$ cat config.mk
export PLATFORM = sky130hd
export DESIGN_NAME = card_wr_seq
export DESIGN_NICKNAME = d
export VERILOG_FILES = /design/src/rtl/wds_pkg.sv /design/src/rtl/wds_crc16.sv /design/src/rtl/wds_busy_timer.sv /design/src/rtl/card_wr_seq.sv
export SDC_FILE = /design/constraint.sdc
export NUM_CORES = 1
export LEC_CHECK = 0
export BUFFER_PORTS_ARGS = -buffer_cell sky130_fd_sc_hd__buf_2
export CORE_MARGIN = 2
export CORE_UTILIZATION = 39
export CTS_CLUSTER_DIAMETER = 100
export DETAILED_ROUTE_END_ITERATION = 12
export GPL_TIMING_DRIVEN = 0
export SYNTH_ARGS = -nofsm -noshare
export SYNTH_HDL_FRONTEND = slang
export SYNTH_HIERARCHICAL = 1
export SYNTH_SLANG_ARGS = --single-unit
export TNS_END_PERCENT = 10
$ cat constraint.sdc
create_clock -name clk -period 2.7 [get_ports clk]
set_clock_uncertainty 0.2 [all_clocks]
set_input_delay 0.54 -clock clk [delete_from_list [all_inputs] [get_ports clk]]
set_output_delay 0.54 -clock clk [all_outputs]
set_load 0.01 [all_outputs]
$ cat src/rtl/wds_pkg.sv
package wds_pkg;
  typedef enum logic [3:0] {
    S_IDLE, S_READY, S_START, S_LOAD, S_DATA, S_PAUSE,
    S_CRC, S_END, S_GAP, S_TOK, S_BUSY, S_PARK
  } wds_state_e;
endpackage

$ cat src/rtl/wds_crc16.sv
module wds_crc16 #(
  parameter int          W    = 16,
  parameter logic [15:0] POLY = 16'h1021
) (
  input  logic clk,
  input  logic rst_n,
  input  logic clr,
  input  logic upd,
  input  logic shift,
  input  logic bit_in,
  output logic crc_msb
);
  logic [W-1:0] crc_q, crc_d;
  logic         fb;

  assign fb = crc_q[W-1] ^ bit_in;

  always_comb begin
    crc_d = crc_q;
    if (clr)        crc_d = '0;
    else if (upd)   crc_d = {crc_q[W-2:0], 1'b0} ^ (fb ? POLY[W-1:0] : '0);
    else if (shift) crc_d = {crc_q[W-2:0], 1'b0};
  end

  always_ff @(posedge clk or negedge rst_n)
    if (!rst_n) crc_q <= '0;
    else        crc_q <= crc_d;

  assign crc_msb = crc_q[W-1];

  // the remainder only moves on a commanded operation
  p_crc_hold_r3: assert property (@(posedge clk) disable iff (!rst_n)
    !(clr || upd || shift) |=> $stable(crc_q));
endmodule

$ cat src/rtl/wds_busy_timer.sv
module wds_busy_timer #(
  parameter int LIMIT = 64
) (
  input  logic clk,
  input  logic rst_n,
  input  logic clr,
  input  logic en,
  output logic expired
);
  localparam int CW = $clog2(LIMIT + 1);
  logic [CW-1:0] cnt_q, cnt_d;

  assign expired = (cnt_q == CW'(LIMIT - 1));

  always_comb begin
    cnt_d = cnt_q;
    if (clr)                cnt_d = '0;
    else if (en && !expired) cnt_d = cnt_q + 1'b1;
  end

  always_ff @(posedge clk or negedge rst_n)
    if (!rst_n) cnt_q <= '0;
    else        cnt_q <= cnt_d;

  // the count never passes the limit
  p_tmr_bound_r8: assert property (@(posedge clk) disable iff (!rst_n)
    cnt_q <= CW'(LIMIT - 1));
endmodule

$ cat src/rtl/card_wr_seq.sv
module card_wr_seq
  import wds_pkg::*;
#(
  parameter int DW         = 8,
  parameter int LEN_W      = 12,
  parameter int BUSY_LIMIT = 64
) (
  input  logic             clk,
  input  logic             rst_n,
  input  logic             multi_mode,
  input  logic [LEN_W-1:0] blk_len,
  input  logic             cmd_done,
  input  logic             cmd_timeout,
  input  logic             data_en,
  input  logic             cmd_off,
  input  logic             fifo_empty,
  input  logic [DW-1:0]    fifo_data,
  output logic             fifo_rd,
  input  logic             dat_in,
  output logic             dat_out,
  output logic             dat_oe,
  output logic             card_clk_en,
  output logic             busy,
  output logic             crc_err,
  output logic             busy_tmo,
  output logic             resp_tmo_err,
  output logic             stop_req,
  output logic             irq_xfer_end,
  output logic             irq_resp,
  output logic             irq_fifo_empty,
  output logic             irq_busy_end
);
  localparam int CRC_W   = 16;
  localparam int CNT_MAX = (CRC_W > DW) ? CRC_W : DW;
  localparam int CNT_W   = $clog2(CNT_MAX);

  // reset: asynchronous assert, synchronous release
  logic [1:0] rs_q;
  logic       rst_i_n;
  always_ff @(posedge clk or negedge rst_n)
    if (!rst_n) rs_q <= '0;
    else        rs_q <= {rs_q[0], 1'b1};
  assign rst_i_n = rs_q[1];

  wds_state_e       st_q, st_d;
  logic [CNT_W-1:0] cnt_q, cnt_d;
  logic [LEN_W-1:0] left_q, left_d;
  logic [DW-1:0]    sh_q, sh_d;
  logic [1:0]       tok_q, tok_d;
  logic             lim_q, lim_d;
  logic             cerr_q, cerr_d, btmo_q, btmo_d, rtmo_q, rtmo_d;
  logic             xend_q, xend_d, resp_q, resp_d, fe_q, fe_d;
  logic             bend_q, bend_d, stop_q, stop_d;
  logic             crc_clr, crc_upd, crc_shift, crc_msb;
  logic             tmr_clr, tmr_en, tmr_exp;

  wds_crc16 #(.W(CRC_W), .POLY(16'h1021)) u_crc (
    .clk(clk), .rst_n(rst_i_n), .clr(crc_clr), .upd(crc_upd),
    .shift(crc_shift), .bit_in(sh_q[DW-1]), .crc_msb(crc_msb)
  );

  wds_busy_timer #(.LIMIT(BUSY_LIMIT)) u_tmr (
    .clk(clk), .rst_n(rst_i_n), .clr(tmr_clr), .en(tmr_en), .expired(tmr_exp)
  );

  // next-state logic
  always_comb begin
    st_d = st_q;  cnt_d = cnt_q;  left_d = left_q;  sh_d = sh_q;
    tok_d = tok_q;  lim_d = lim_q;
    cerr_d = cerr_q;  btmo_d = btmo_q;  rtmo_d = rtmo_q;
    xend_d = 1'b0;  resp_d = 1'b0;  fe_d = 1'b0;  bend_d = 1'b0;  stop_d = 1'b0;
    crc_clr = 1'b0;  crc_upd = 1'b0;  crc_shift = 1'b0;
    tmr_clr = 1'b0;  tmr_en = 1'b0;  fifo_rd = 1'b0;
    unique case (st_q)
      S_IDLE:
        if (cmd_done) begin
          st_d = S_READY;  cerr_d = 1'b0;  btmo_d = 1'b0;  rtmo_d = 1'b0;
        end else if (cmd_timeout) rtmo_d = 1'b1;
      S_READY, S_PARK:
        if (st_q == S_PARK && cmd_off) begin
          stop_d = 1'b1;  st_d = S_IDLE;
        end else if (data_en) begin
          st_d = S_START;  left_d = blk_len;  lim_d = |blk_len;  crc_clr = 1'b1;
        end
      S_START: st_d = S_LOAD;
      S_LOAD:
        if (fifo_empty) begin
          fe_d = 1'b1;  st_d = S_PAUSE;
        end else begin
          fifo_rd = 1'b1;  sh_d = fifo_data;  cnt_d = CNT_W'(DW - 1);  st_d = S_DATA;
        end
      S_DATA: begin
        crc_upd = 1'b1;
        sh_d    = {sh_q[DW-2:0], 1'b0};
        if (cnt_q == '0) begin
          left_d = left_q - 1'b1;
          if (lim_q && left_q == LEN_W'(1)) begin
            st_d = S_CRC;  cnt_d = CNT_W'(CRC_W - 1);
          end else st_d = S_LOAD;
        end else cnt_d = cnt_q - 1'b1;
      end
      S_PAUSE:
        if (cmd_off) begin
          stop_d = 1'b1;  st_d = S_IDLE;
        end else if (data_en) st_d = S_LOAD;
      S_CRC: begin
        crc_shift = 1'b1;
        if (cnt_q == '0) st_d = S_END;
        else             cnt_d = cnt_q - 1'b1;
      end
      S_END: begin
        xend_d = 1'b1;  st_d = S_GAP;  cnt_d = CNT_W'(1);
      end
      S_GAP:
        if (cnt_q == '0) begin
          st_d = S_TOK;  cnt_d = CNT_W'(2);
        end else cnt_d = cnt_q - 1'b1;
      S_TOK: begin
        tok_d = {tok_q[0], dat_in};
        if (cnt_q == '0) begin
          resp_d  = 1'b1;
          cerr_d  = cerr_q | ({tok_q, dat_in} != 3'b010);
          tmr_clr = 1'b1;
          st_d    = S_BUSY;
        end else cnt_d = cnt_q - 1'b1;
      end
      S_BUSY: begin
        tmr_en = 1'b1;
        if (dat_in) begin
          bend_d = 1'b1;  st_d = multi_mode ? S_PARK : S_IDLE;
        end else if (tmr_exp) begin
          btmo_d = 1'b1;  st_d = multi_mode ? S_PARK : S_IDLE;
        end
      end
      default: st_d = S_IDLE;
    endcase
  end

  // registers
  always_ff @(posedge clk or negedge rst_i_n)
    if (!rst_i_n) begin
      st_q <= S_IDLE;  cnt_q <= '0;  left_q <= '0;  sh_q <= '0;  tok_q <= '0;
      lim_q <= 1'b0;  cerr_q <= 1'b0;  btmo_q <= 1'b0;  rtmo_q <= 1'b0;
      xend_q <= 1'b0;  resp_q <= 1'b0;  fe_q <= 1'b0;  bend_q <= 1'b0;  stop_q <= 1'b0;
    end else begin
      st_q <= st_d;  cnt_q <= cnt_d;  left_q <= left_d;  sh_q <= sh_d;  tok_q <= tok_d;
      lim_q <= lim_d;  cerr_q <= cerr_d;  btmo_q <= btmo_d;  rtmo_q <= rtmo_d;
      xend_q <= xend_d;  resp_q <= resp_d;  fe_q <= fe_d;  bend_q <= bend_d;  stop_q <= stop_d;
    end

  // outputs
  assign dat_oe      = st_q inside {S_START, S_LOAD, S_DATA, S_PAUSE, S_CRC, S_END};
  assign card_clk_en = st_q inside {S_START, S_DATA, S_CRC, S_END, S_GAP, S_TOK, S_BUSY};
  assign busy        = (st_q == S_BUSY);

  always_comb
    unique case (st_q)
      S_START: dat_out = 1'b0;
      S_DATA:  dat_out = sh_q[DW-1];
      S_CRC:   dat_out = crc_msb;
      default: dat_out = 1'b1;
    endcase

  assign crc_err        = cerr_q;
  assign busy_tmo       = btmo_q;
  assign resp_tmo_err   = rtmo_q;
  assign stop_req       = stop_q;
  assign irq_xfer_end   = xend_q;
  assign irq_resp       = resp_q;
  assign irq_fifo_empty = fe_q;
  assign irq_busy_end   = bend_q;

  // assertions
  p_drive_on_low_r3: assert property (@(posedge clk) disable iff (!rst_i_n)
    $rose(dat_oe) |-> !dat_out);
  p_release_high_r6: assert property (@(posedge clk) disable iff (!rst_i_n)
    $fell(dat_oe) |-> $past(dat_out));
  p_pause_holds_r5: assert property (@(posedge clk) disable iff (!rst_i_n)
    irq_fifo_empty |-> (dat_oe && !card_clk_en));
  p_busy_exit_r7: assert property (@(posedge clk) disable iff (!rst_i_n)
    $fell(busy) |-> (irq_busy_end || busy_tmo));
  p_stop_released_r9: assert property (@(posedge clk) disable iff (!rst_i_n)
    stop_req |-> (!dat_oe && !card_clk_en));
  p_irq_onehot_r13: assert property (@(posedge clk) disable iff (!rst_i_n)
    $onehot0({irq_xfer_end, irq_resp, irq_fifo_empty, irq_busy_end, stop_req}));
  p_fe_single_r13: assert property (@(posedge clk) disable iff (!rst_i_n)
    irq_fifo_empty |=> !irq_fifo_empty);
  p_resp_single_r13: assert property (@(posedge clk) disable iff (!rst_i_n)
    irq_resp |=> !irq_resp);
endmodule

==> out/summary.txt, run 1 <==
HPWL Detailed = 6180 um
Initial core utilization = 0.407
Mapped Nets = 431
Row count = 34
Vias in the first global route = 3135
Area of the die = 9980 sq um
CP startpoint kind = flip-flop
Achievable Freq = 377 MHz
Syn Inst Count = 398
#FFs+latches synth = 64
Port bufs = 41
Synth warn = 6
Wirelength, routed = 8650 um
Worst-skew pair later-pin latency = 340 ps
Hold Crit Endpoint = rs_q[1]$_DFF_PN0_
Vias = 3171
Initial DRC Count = 125
Reg clk slew, reported paths = 70 ps
Layout cells sized above 1 = 0.219
Syn Std Cell Area = 3590 sq um
Most common flop cell mapped by yosys = dfrtp_1
Slew Viols, Final = 0
Drt pass-1 iters = 5
DIE WIDTH = 99.9 um
Register area share after synthesis = 0.447
Clock period minus worst slack = 2660 ps
Post-synth EDFFs = 0
Gr ovfl total = 0
Average size of a mapped cell = 9.01 sq um
# clock sinks = 64
Most numerous cell in the Yosys netlist = dfrtp_1
Lkg Pwr = 1.82 nW
Status = finished clean
P per Cell Area = 1050 nW/um^2
Min-delay src = rs_q[0]$_DFF_PN0_
Io pins = 42
Core box area = 8810 sq um
Maximum vdd drop = 0.366 mV
Via-to-Cell Ratio = 5.62
Final setup viols = 0
Chip height = 99.9 um
CP endpoint kind = primary output
Leading area contributor after synthesis = dfrtp_1
TritonCTS Buffers = 9
Final net count = 484
Hold WC Path Type = reg2reg
CTS root buf = clkbuf_8
Crit path required time = 1960 ps
PnR worst setup slack = 44.8 ps
Async SR Flop Fraction = 1.00
CTS tree = yes
# diodes = 0
Crit Reg-Reg Endpoint = st_q[1]$_DFFE_PN0P_
Synth cell count leaders = dfrtp_1 (64), nand2_1 (59), o21ai_0 (49)
Total track usage = 0.184
RSZ-0062 raised after global routing = yes
Max_cap viols = 0
Flop-to-flop setup slack = 180 ps
Synth area leaders = dfrtp_1 (45%), o21ai_0 (6.8%), nand2_1 (6.2%)
Final Non-Filler Cells = 564
Longest Clk Path Bufs = 2
Antenna viol nets, final = 0
CP arrival = 1920 ps
Max-slew headroom = 0.469
DRC viols = 0
GP Congestion = 0.864
Worst r2r src = cnt_q[0]$_DFFE_PN0P_
Reg2reg path depth = 7
First-pass GRT wire length = 14800 um
Layout area overhead = 17.0%
Largest fanout on the critical path = 10
Place WS = -322 ps
H-tree Lvls = 3
Worst-margin pin slew = 796 ps
Setup Buffers After CTS = 0
Initial antenna violation count = 0
Hold depth = 0
Synth top area share = 0.447
Library cells used by synthesis = 71
Largest net degree at the start of global routing = 63
Final worst-path cycle share = 0.983
Dpl cells = 547
Avg WL per Cell = 15.3 um
Final hold vios = 0
Kind of critical path = reg2out
## cell families (layout without fill, tap and decap cells)
logic type	after synthesis	after routing	share of synthesized area
and+or+nand+nor	159	159	0.233
AOI/OAI and AO/OA	122	122	0.221
DFF	64	64	0.447
buffers and inverters	36	94	0.0471
muxes	9	9	0.0276
adders and majority gates	4	4	0.0140
xor gates and xnor gates	3	3	0.00942
other	1	1	0.00105
## power breakdown
part           switching (W)  leakage [nW]  internal (W)
Clock               0.000383        0.0993      0.000450
Sequential          0.000297         0.801       0.00132
Combinational        0.00113         0.917      0.000832
Total                0.00181          1.82       0.00261
## how the worst max path moves through the flow
stage                              from                    to  slack [ps]  cells past startpoint
floorplan           st_q[1]$_DFFE_PN0P_  cnt_q[0]$_DFFE_PN0P_         290                      7
global placement    st_q[1]$_DFFE_PN0P_  cnt_q[0]$_DFFE_PN0P_        -320                      7
detailed placement  st_q[1]$_DFFE_PN0P_  cnt_q[0]$_DFFE_PN0P_        -320                      7
global route        st_q[1]$_DFFE_PN0P_               fifo_rd         -30                      6
finish              st_q[2]$_DFFE_PN0P_               fifo_rd          40                      5
CTS                 st_q[0]$_DFFE_PN0P_           card_clk_en         -30                      7
## area by class of cell
class	count	area [sq um]
flip-flops and latches	64	1610
fillers	840	4610
clock inverters	5	56.3
plain buffers	21	131
clock buffers	11	141
well taps	108	135
inverters	15	63.8
repair buffers	42	215
multi-input cells	298	1840
## cells in the final DEF, fill, tap and decap left out, types with 4 or more instances in the layout
master     count
or4_1          4
o2bb2ai_1      5
nor4_1         6
and3_1         5
clkbuf_8      10
inv_1         13
o211ai_1       4
nor2b_1        8
nand2b_1       7
nand2_1       59
mux2i_1        5
o21ai_0       49
and2_1         4
dfrtp_1       62
o22ai_1        5
buf_4          4
buf_2         48
nor2_1        30
a21oi_1       22
a22oi_1        4
a211oi_1       4
ha_1           4
nor3_1         6
## state kept, by name (all words and copies together) (netlist names)
signal and count:
irq_busy_end 1, busy_tmo 1, st_q 4, u_tmr/cnt_q 7, irq_xfer_end 1, resp_tmo_err 1, sh_q 8, irq_resp 1
tok_q 2, stop_req 1, irq_fifo_empty 1, crc_err 1, left_q 12, u_crc/crc_q 16, rs_q 2, cnt_q 4
lim_q 1
## timing repair
action,in CTS,in global routing
gates resized for setup,10,15
pin swaps,0,0
endpoints found under the hold margin,2,0
hold buffers,1,0
setup endpoints to repair,21,11
## layer usage
metal,part of all wire,GRT usage,vias to the layer above
met5,0,0,-
met4,0.011,0.0495,0
met3,0.047,0.0432,9
met2,0.48,0.302,70
met1,0.47,0.246,1534
li1,-,-,1558
## through the flow
step	TNS [ps]	util	total power, W	hold slack [ps]	cell area (sq um)
after floorplan	0	-	0.00299	44.4	3590
after global placement	-17320	0.446	0.00348	125	3930
after CTS	-29.3	0.473	0.00439	160	4160
after global routing	-36.7	0.476	0.00480	160	4190
after detailed placement	-1220	0.446	0.00352	127	3930
final	0	0.476	0.00441	155	4190
## worst max-delay path, cell delays in order (launching register included)
cell and delay [ps]:
dfrtp_2 480, buf_6 160, or4_4 520, clkbuf_4 190
inv_4 90, buf_2 130
Note: power is estimated with default switching activity, not from simulation.
==> inputs of run 2 (changes only) <==
==> constraint.sdc (replaced) <==
create_clock -name clk -period 2.7 [get_ports clk]
set_clock_uncertainty 0.2 [all_clocks]
set_input_delay 0.54 -clock clk [delete_from_list [all_inputs] [get_ports clk]]
set_output_delay 0.54 -clock clk [all_outputs]
set_load 0.005 [all_outputs]
==> run 2 against run 1 <==
  * Core utilization about the same
  * Total power down 0.50%
  * Hold slack about the same
  * Combinational power about the same
  * Via count up 0.47%
  * Cell count unchanged
  * Fmax up 0.96%
  * Non-clock buffer count unchanged
  * Register-to-register slack about the same
  * Sequential cell count unchanged
  * Setup slack better by 25 ps
  * Highest routed layer unchanged
==> out/summary.txt, run 2 (synthesis gave the netlist of run 1 again) <==
TritonCTS Buffers = 9 (unchanged)
Biggest register = u_crc/crc_q
Clock Power Share = 0.191 (+0.002)
Clock period minus worst slack = 2630 ps (-25.4 ps)
Layout Utilization = 0.476 (about the same)
Gr ovfl total = 0 (unchanged)
CP max stage cell = dfrtp_2
Share of power burned in combinational logic = 0.440 (-0.004)
Hold WC Path Type = reg2reg
Wirelength, routed = 8700 um (+0.60%)
Slowest Stage Delay on Critical Path = 460 ps (-60 ps)
CTS tree = yes
Io pins = 42 (unchanged)
CP endpoint kind = primary output
First-pass GRT wire length = 14800 um (unchanged)
Layout cells sized above 1 = 0.219 (unchanged)
Vias in the first global route = 3135 (unchanged)
Achievable Freq = 380 MHz (+0.96%)
Core box area = 8810 sq um (unchanged)
Register area = 1610 sq um (unchanged)
Status = finished clean
Slew Viols, Final = 0 (unchanged)
Antenna viol nets, final = 0 (unchanged)
Buffers and inverters on the worst path = 3 (-1)
Initial DRC Count = 142 (+14%)
P_sw = 0.00179 W (-0.94%)
Largest net degree at the start of global routing = 63 (unchanged)
Max-slew headroom = 0.469 (-0.000559)
CTS root buf = clkbuf_8
DRC viols = 0 (unchanged)
Int Power = 0.00260 W (-0.20%)
Reg clk slew, reported paths = 70 ps (about the same)
Max reg flops = 16 (unchanged)
Fillers = 840 (unchanged)
Place WS = -322 ps (unchanged)
Multi-input gate area = 1840 sq um (unchanged)
CP startpoint kind = flip-flop
Port bufs = 41 (unchanged)
Maximum vdd drop = 0.366 mV (about the same)
Initial antenna violation count = 0 (unchanged)
PnR worst setup slack = 70.2 ps (+25.4 ps)
Worst-skew pair later-pin latency = 340 ps (about the same)
Total track usage = 0.184 (unchanged)
# clock sinks = 64 (unchanged)
Final setup viols = 0 (unchanged)
Area of the die = 9980 sq um (unchanged)
Crit-path cells = buf_6, clkbuf_4, nand2_1, nor2_1, a21oi_1, or3_1, buf_2
Chip height = 99.9 um (unchanged)
Avg WL per Cell = 15.4 um (+0.60%)
Final worst-path cycle share = 0.974 (-0.00939)
P per Cell Area = 1050 nW/um^2 (-0.44%)
H-tree Lvls = 3 (unchanged)
Setup Buffers After CTS = 0 (unchanged)
GP Congestion = 0.864 (unchanged)
Kind of critical path = reg2out
Commonest non-fill, non-tap cell in the layout = dfrtp_1
Flop-to-flop setup slack = 190 ps (about the same)
CP top delay family = simple AND/OR/NAND/NOR gates
Max_cap viols = 0 (unchanged)
Worst-margin pin slew = 797 ps (+0.838 ps)
Lkg Pwr = 1.82 nW (about the same)
Vias = 3186 (+0.47%)
HPWL Detailed = 6180 um (unchanged)
Final net count = 484 (unchanged)
Layout area overhead = 16.9% (about the same)
Switching Share = 0.407 (-0.00178)
# diodes = 0 (unchanged)
Most frequent cells in the layout = dfrtp_1 (62), nand2_1 (59), o21ai_0 (49)
Initial core utilization = 0.407 (unchanged)
Largest fanout on the critical path = 10 (unchanged)
RSZ-0062 raised after global routing = yes
CP arrival = 1890 ps (-30 ps)
Drt pass-1 iters = 5 (unchanged)
Crit path required time = 1960 ps (about the same)
Sequential Power Share = 0.369 (+0.002)
Largest registers = u_crc/crc_q (16), left_q (12), sh_q (8)
Row count = 34 (unchanged)
Via-to-Cell Ratio = 5.65 (+0.47%)
DIE WIDTH = 99.9 um (unchanged)
Longest Clk Path Bufs = 2 (unchanged)
Final hold vios = 0 (unchanged)
## run 2: cell types whose count changed in the layout (fill, tap and decap cells not counted)
cell      change
clkbuf_2      +1
clkbuf_4      -1
## run 2: power by group through the flow
stage	clock, W	combinational [W]	sequential, W
after global routing	0.000910	0.00218	0.00168
after floorplan	0	0.00141	0.00155
after detailed placement	0	0.00186	0.00163
after CTS	0.000858	0.00190	0.00161
final	0.000838	0.00193	0.00162
after global placement	0	0.00183	0.00162
## run 2: per-stage QoR
stage / total power, W / hold slack [ps] / setup TNS [ps] / instances / area, sq um
after floorplan: 0.00297 / 44.4 / 0 / 398 / 3590
final: 0.00439 / 155 / 0 / 564 / 4190
after global placement: 0.00345 / 125 / -17320 / 547 / 3930
after global routing: 0.00477 / 160 / -20.2 / 564 / 4190
after detailed placement: 0.00349 / 127 / -1220 / 547 / 3930
after CTS: 0.00437 / 160 / 0 / 564 / 4160
## run 2: area by class of cell
class	count	area share
Clock inverter	5	0.0134
Multi-Input combinational cell	298	0.440
Sequential cell	64	0.383
Tap cell	108	0.0322
Clock buffer	11	0.0337
Inverter	15	0.0152
Timing Repair Buffer	42	0.0513
Buffer	21	0.0307
## run 2: worst paths after layout
kind | start | depth (start not counted) | to
setup / recovery | st_q[2]$_DFFE_PN0P_ | 7 | dat_out
hold / removal | rs_q[0]$_DFF_PN0_ | 0 | rs_q[1]$_DFF_PN0_
setup reg to reg | cnt_q[0]$_DFFE_PN0P_ | 7 | st_q[1]$_DFFE_PN0P_
hold reg to reg | rs_q[0]$_DFF_PN0_ | 0 | rs_q[1]$_DFF_PN0_
max in group asynchronous | rs_q[1]$_DFF_PN0_ | 0 | st_q[2]$_DFFE_PN0P_
min in group asynchronous | rs_q[1]$_DFF_PN0_ | 0 | u_tmr/cnt_q[1]$_DFFE_PN0P_
## run 2: timing repair
item,in CTS,in global routing
endpoints found under the hold margin,2,0
hold buffers,1,0
resized for setup,11,11
endpoints found under the setup margin,21,11
## run 2: routing by layer
metal / share of wire / track usage / wire, um
met5: 0 / 0 / 0
met4: 0.011 / 0.0495 / 93
met3: 0.050 / 0.0432 / 434
met2: 0.47 / 0.302 / 4090
met1: 0.47 / 0.246 / 4080
## run 2: worst register-to-register path, stage by stage, from the launching register on
cell and delay [ps]:
dfrtp_1 420, inv_1 90, ha_1 210, or3b_2 480, o21ai_0 100, o2111a_1 300, a21boi_2 250, mux2_1 340
==> inputs of run 3 (changes only) <==
--- a/config.mk
+++ b/config.mk
@@ -11,6 +11,7 @@
 export CTS_CLUSTER_DIAMETER = 100
 export DETAILED_ROUTE_END_ITERATION = 12
 export GPL_TIMING_DRIVEN = 0
+export SETUP_SLACK_MARGIN = 0.5
 export SYNTH_ARGS = -nofsm -noshare
 export SYNTH_HDL_FRONTEND = slang
 export SYNTH_HIERARCHICAL = 1
==> run 3 against run 2 <==
  * Routed wire length rose by 11%
  * Register-to-register slack improved by 180 ps
  * Hold slack lost 5.7 ps
  * Design area grew 13%
==> out/summary.txt, run 3 (synthesis gave the netlist of run 1 again) <==
Status = finished clean
CTS tree = yes
Max reg flops = 16 (unchanged)
Antenna viol nets, final = 0 (unchanged)
PnR worst setup slack = 312 ps (+241 ps)
Layout Utilization = 0.536 (+0.0600)
Flop-to-flop setup slack = 370 ps (+180 ps)
Core box area = 8810 sq um (unchanged)
HPWL Detailed = 6230 um (+0.86%)
H-tree Lvls = 3 (unchanged)
CP endpoint kind = primary output
Hold depth = 0 (unchanged)
Final setup viols = 0 (unchanged)
Port bufs = 41 (unchanged)
CP arrival = 1650 ps (-240 ps)
WHS = 149 ps (-5.68 ps)
Vias in the first global route = 3387 (+8.0%)
Int Power = 0.00317 W (+22%)
Place WS = 2.89 ps (+325 ps)
Sequential Power Share = 0.314 (-0.055)
Layout area overhead = 31.6%
Worst-skew pair later-pin latency = 340 ps (about the same)
Layout cells sized above 1 = 0.308 (+0.0890)
First-pass GRT wire length = 15900 um (+7.4%)
Max_cap viols = 0 (unchanged)
Worst r2r src = cnt_q[0]$_DFFE_PN0P_
Maximum vdd drop = 0.556 mV (+52%)
CTS root buf = clkbuf_8
Chip height = 99.9 um (unchanged)
Crit Reg-Reg Endpoint = st_q[1]$_DFFE_PN0P_
Row count = 34 (unchanged)
Min-delay src = rs_q[0]$_DFF_PN0_
Commonest non-fill, non-tap cell in the layout = dfrtp_1
GP Congestion = 0.912 (+5.6%)
# diodes = 0 (unchanged)
Vias = 3376 (+6.0%)
Share of power burned in combinational logic = 0.510 (+0.070)
Avg WL per Cell = 16.0 um (+3.9%)
Area of the die = 9980 sq um (unchanged)
# clock sinks = 64 (unchanged)
Longest Clk Path Bufs = 2 (unchanged)
Slew Viols, Final = 0 (unchanged)
Via-to-Cell Ratio = 5.62 (-0.56%)
Reg clk slew, reported paths = 70 ps (about the same)
Final net count = 521 (+7.6%)
Largest registers = u_crc/crc_q (16), left_q (12), sh_q (8)
Wirelength, routed = 9630 um (+11%)
Initial DRC Count = 269 (+89%)
Kind of critical path = reg2out
Switching Share = 0.387 (-0.0205)
Hold WC Path Type = reg2reg
Achievable Freq = 419 MHz (+10%)
Clock period minus worst slack = 2390 ps (-241 ps)
Largest net degree at the start of global routing = 63 (unchanged)
Clock Power Share = 0.176 (-0.015)
DIE WIDTH = 99.9 um (unchanged)
Reg2reg path depth = 7 (unchanged)
Total track usage = 0.198 (+0.0135)
Hold Crit Endpoint = rs_q[1]$_DFF_PN0_
RSZ-0062 raised after global routing = yes
Most frequent cells in the layout = dfrtp_1 (61), nand2_1 (57), o21ai_0 (44)
P per Cell Area = 1100 nW/um^2 (+4.6%)
Gr ovfl total = 0 (unchanged)
Drt pass-1 iters = 5 (unchanged)
Io pins = 42 (unchanged)
CP startpoint kind = flip-flop
Lkg Pwr = 2.09 nW (+15%)
Crit path required time = 1960 ps (about the same)
Max-slew headroom = 0.456 (-0.0124)
Final worst-path cycle share = 0.885 (-0.0894)
Initial core utilization = 0.407 (unchanged)
Initial antenna violation count = 0 (unchanged)
P_sw = 0.00200 W (+12%)
TritonCTS Buffers = 9 (unchanged)
Final hold vios = 0 (unchanged)
Worst-margin pin slew = 815 ps (+18.6 ps)
Largest fanout on the critical path = 10 (unchanged)
Biggest register = u_crc/crc_q
DRC viols = 0 (unchanged)
run 3: critical path, cell delays in order, from the launching register on:
cell	delay [ps]
dfrtp_2	450
buf_6	160
clkbuf_8	170
or3_4	400
buf_6	120
run 3: area by class of cell:
type / count / area (sq um)
sequential: 64 / 1610
multi-input combinational: 299 / 1960
tap: 108 / 135
clock buffer: 13 / 149
timing repair buffer: 78 / 497
clock inverter: 3 / 65.1
inverter: 15 / 73.8
buffer: 21 / 235
fill: 796 / 4090
run 3: worst max path at each step:
stage	slack, ps	cells after the start	end	startpoint
6_report	310	4	dat_out	st_q[3]$_DFFE_PN0P_
5_1_grt	260	7	st_q[1]$_DFFE_PN0P_	cnt_q[0]$_DFFE_PN0P_
4_1_cts	300	5	fifo_rd	st_q[2]$_DFFE_PN0P_
3_5_place_dp	3	7	u_tmr/cnt_q[5]$_DFFE_PN0P_	st_q[3]$_DFFE_PN0P_
3_3_place_gp	-230	0	st_q[0]$_DFFE_PN0P_	rs_q[1]$_DFF_PN0_
2_1_floorplan	410	7	u_tmr/cnt_q[5]$_DFFE_PN0P_	cnt_q[0]$_DFFE_PN0P_
run 3: what timing repair did:
item | CTS | global route
pin swaps | 8 | 5
endpoints found under the hold margin | 2 | 0
endpoints found under the setup margin | 49 | 48
cloned | 0 | 3
hold buffers | 1 | 0
resized for setup | 56 | 27
setup buffers | 24 | 10
run 3: stage by stage:
| stage | setup TNS (ps) | cells | cell area, sq um | total power (W) |
|---|---|---|---|---|
| after global routing | 0 | 601 | 4720 | 0.00555 |
| after global placement | -14120 | 547 | 3930 | 0.00346 |
| after floorplan | 0 | 398 | 3590 | 0.00297 |
| final | 0 | 601 | 4720 | 0.00517 |
| after CTS | 0 | 588 | 4560 | 0.00492 |
| after detailed placement | 0 | 547 | 3940 | 0.00350 |
run 3: per-layer routing:
metal | global-route usage | up-vias | part of all wire | routed length (um)
met2 | 0.311 | 127 | 0.46 | 4430
met4 | 0.0717 | 0 | 0.017 | 163
met5 | 0 | - | 0 | 0
li1 | - | 1623 | - | -
met3 | 0.0439 | 16 | 0.059 | 572
met1 | 0.269 | 1610 | 0.46 | 4470
run 3: power by group through the flow:
stage / clock network [W] / logic, W / registers, W
after floorplan: 0 / 0.00142 / 0.00155
after global placement: 0 / 0.00184 / 0.00163
after detailed placement: 0 / 0.00187 / 0.00163
after CTS: 0.000941 / 0.00236 / 0.00162
after global routing: 0.000975 / 0.00290 / 0.00168
final: 0.000910 / 0.00264 / 0.00162
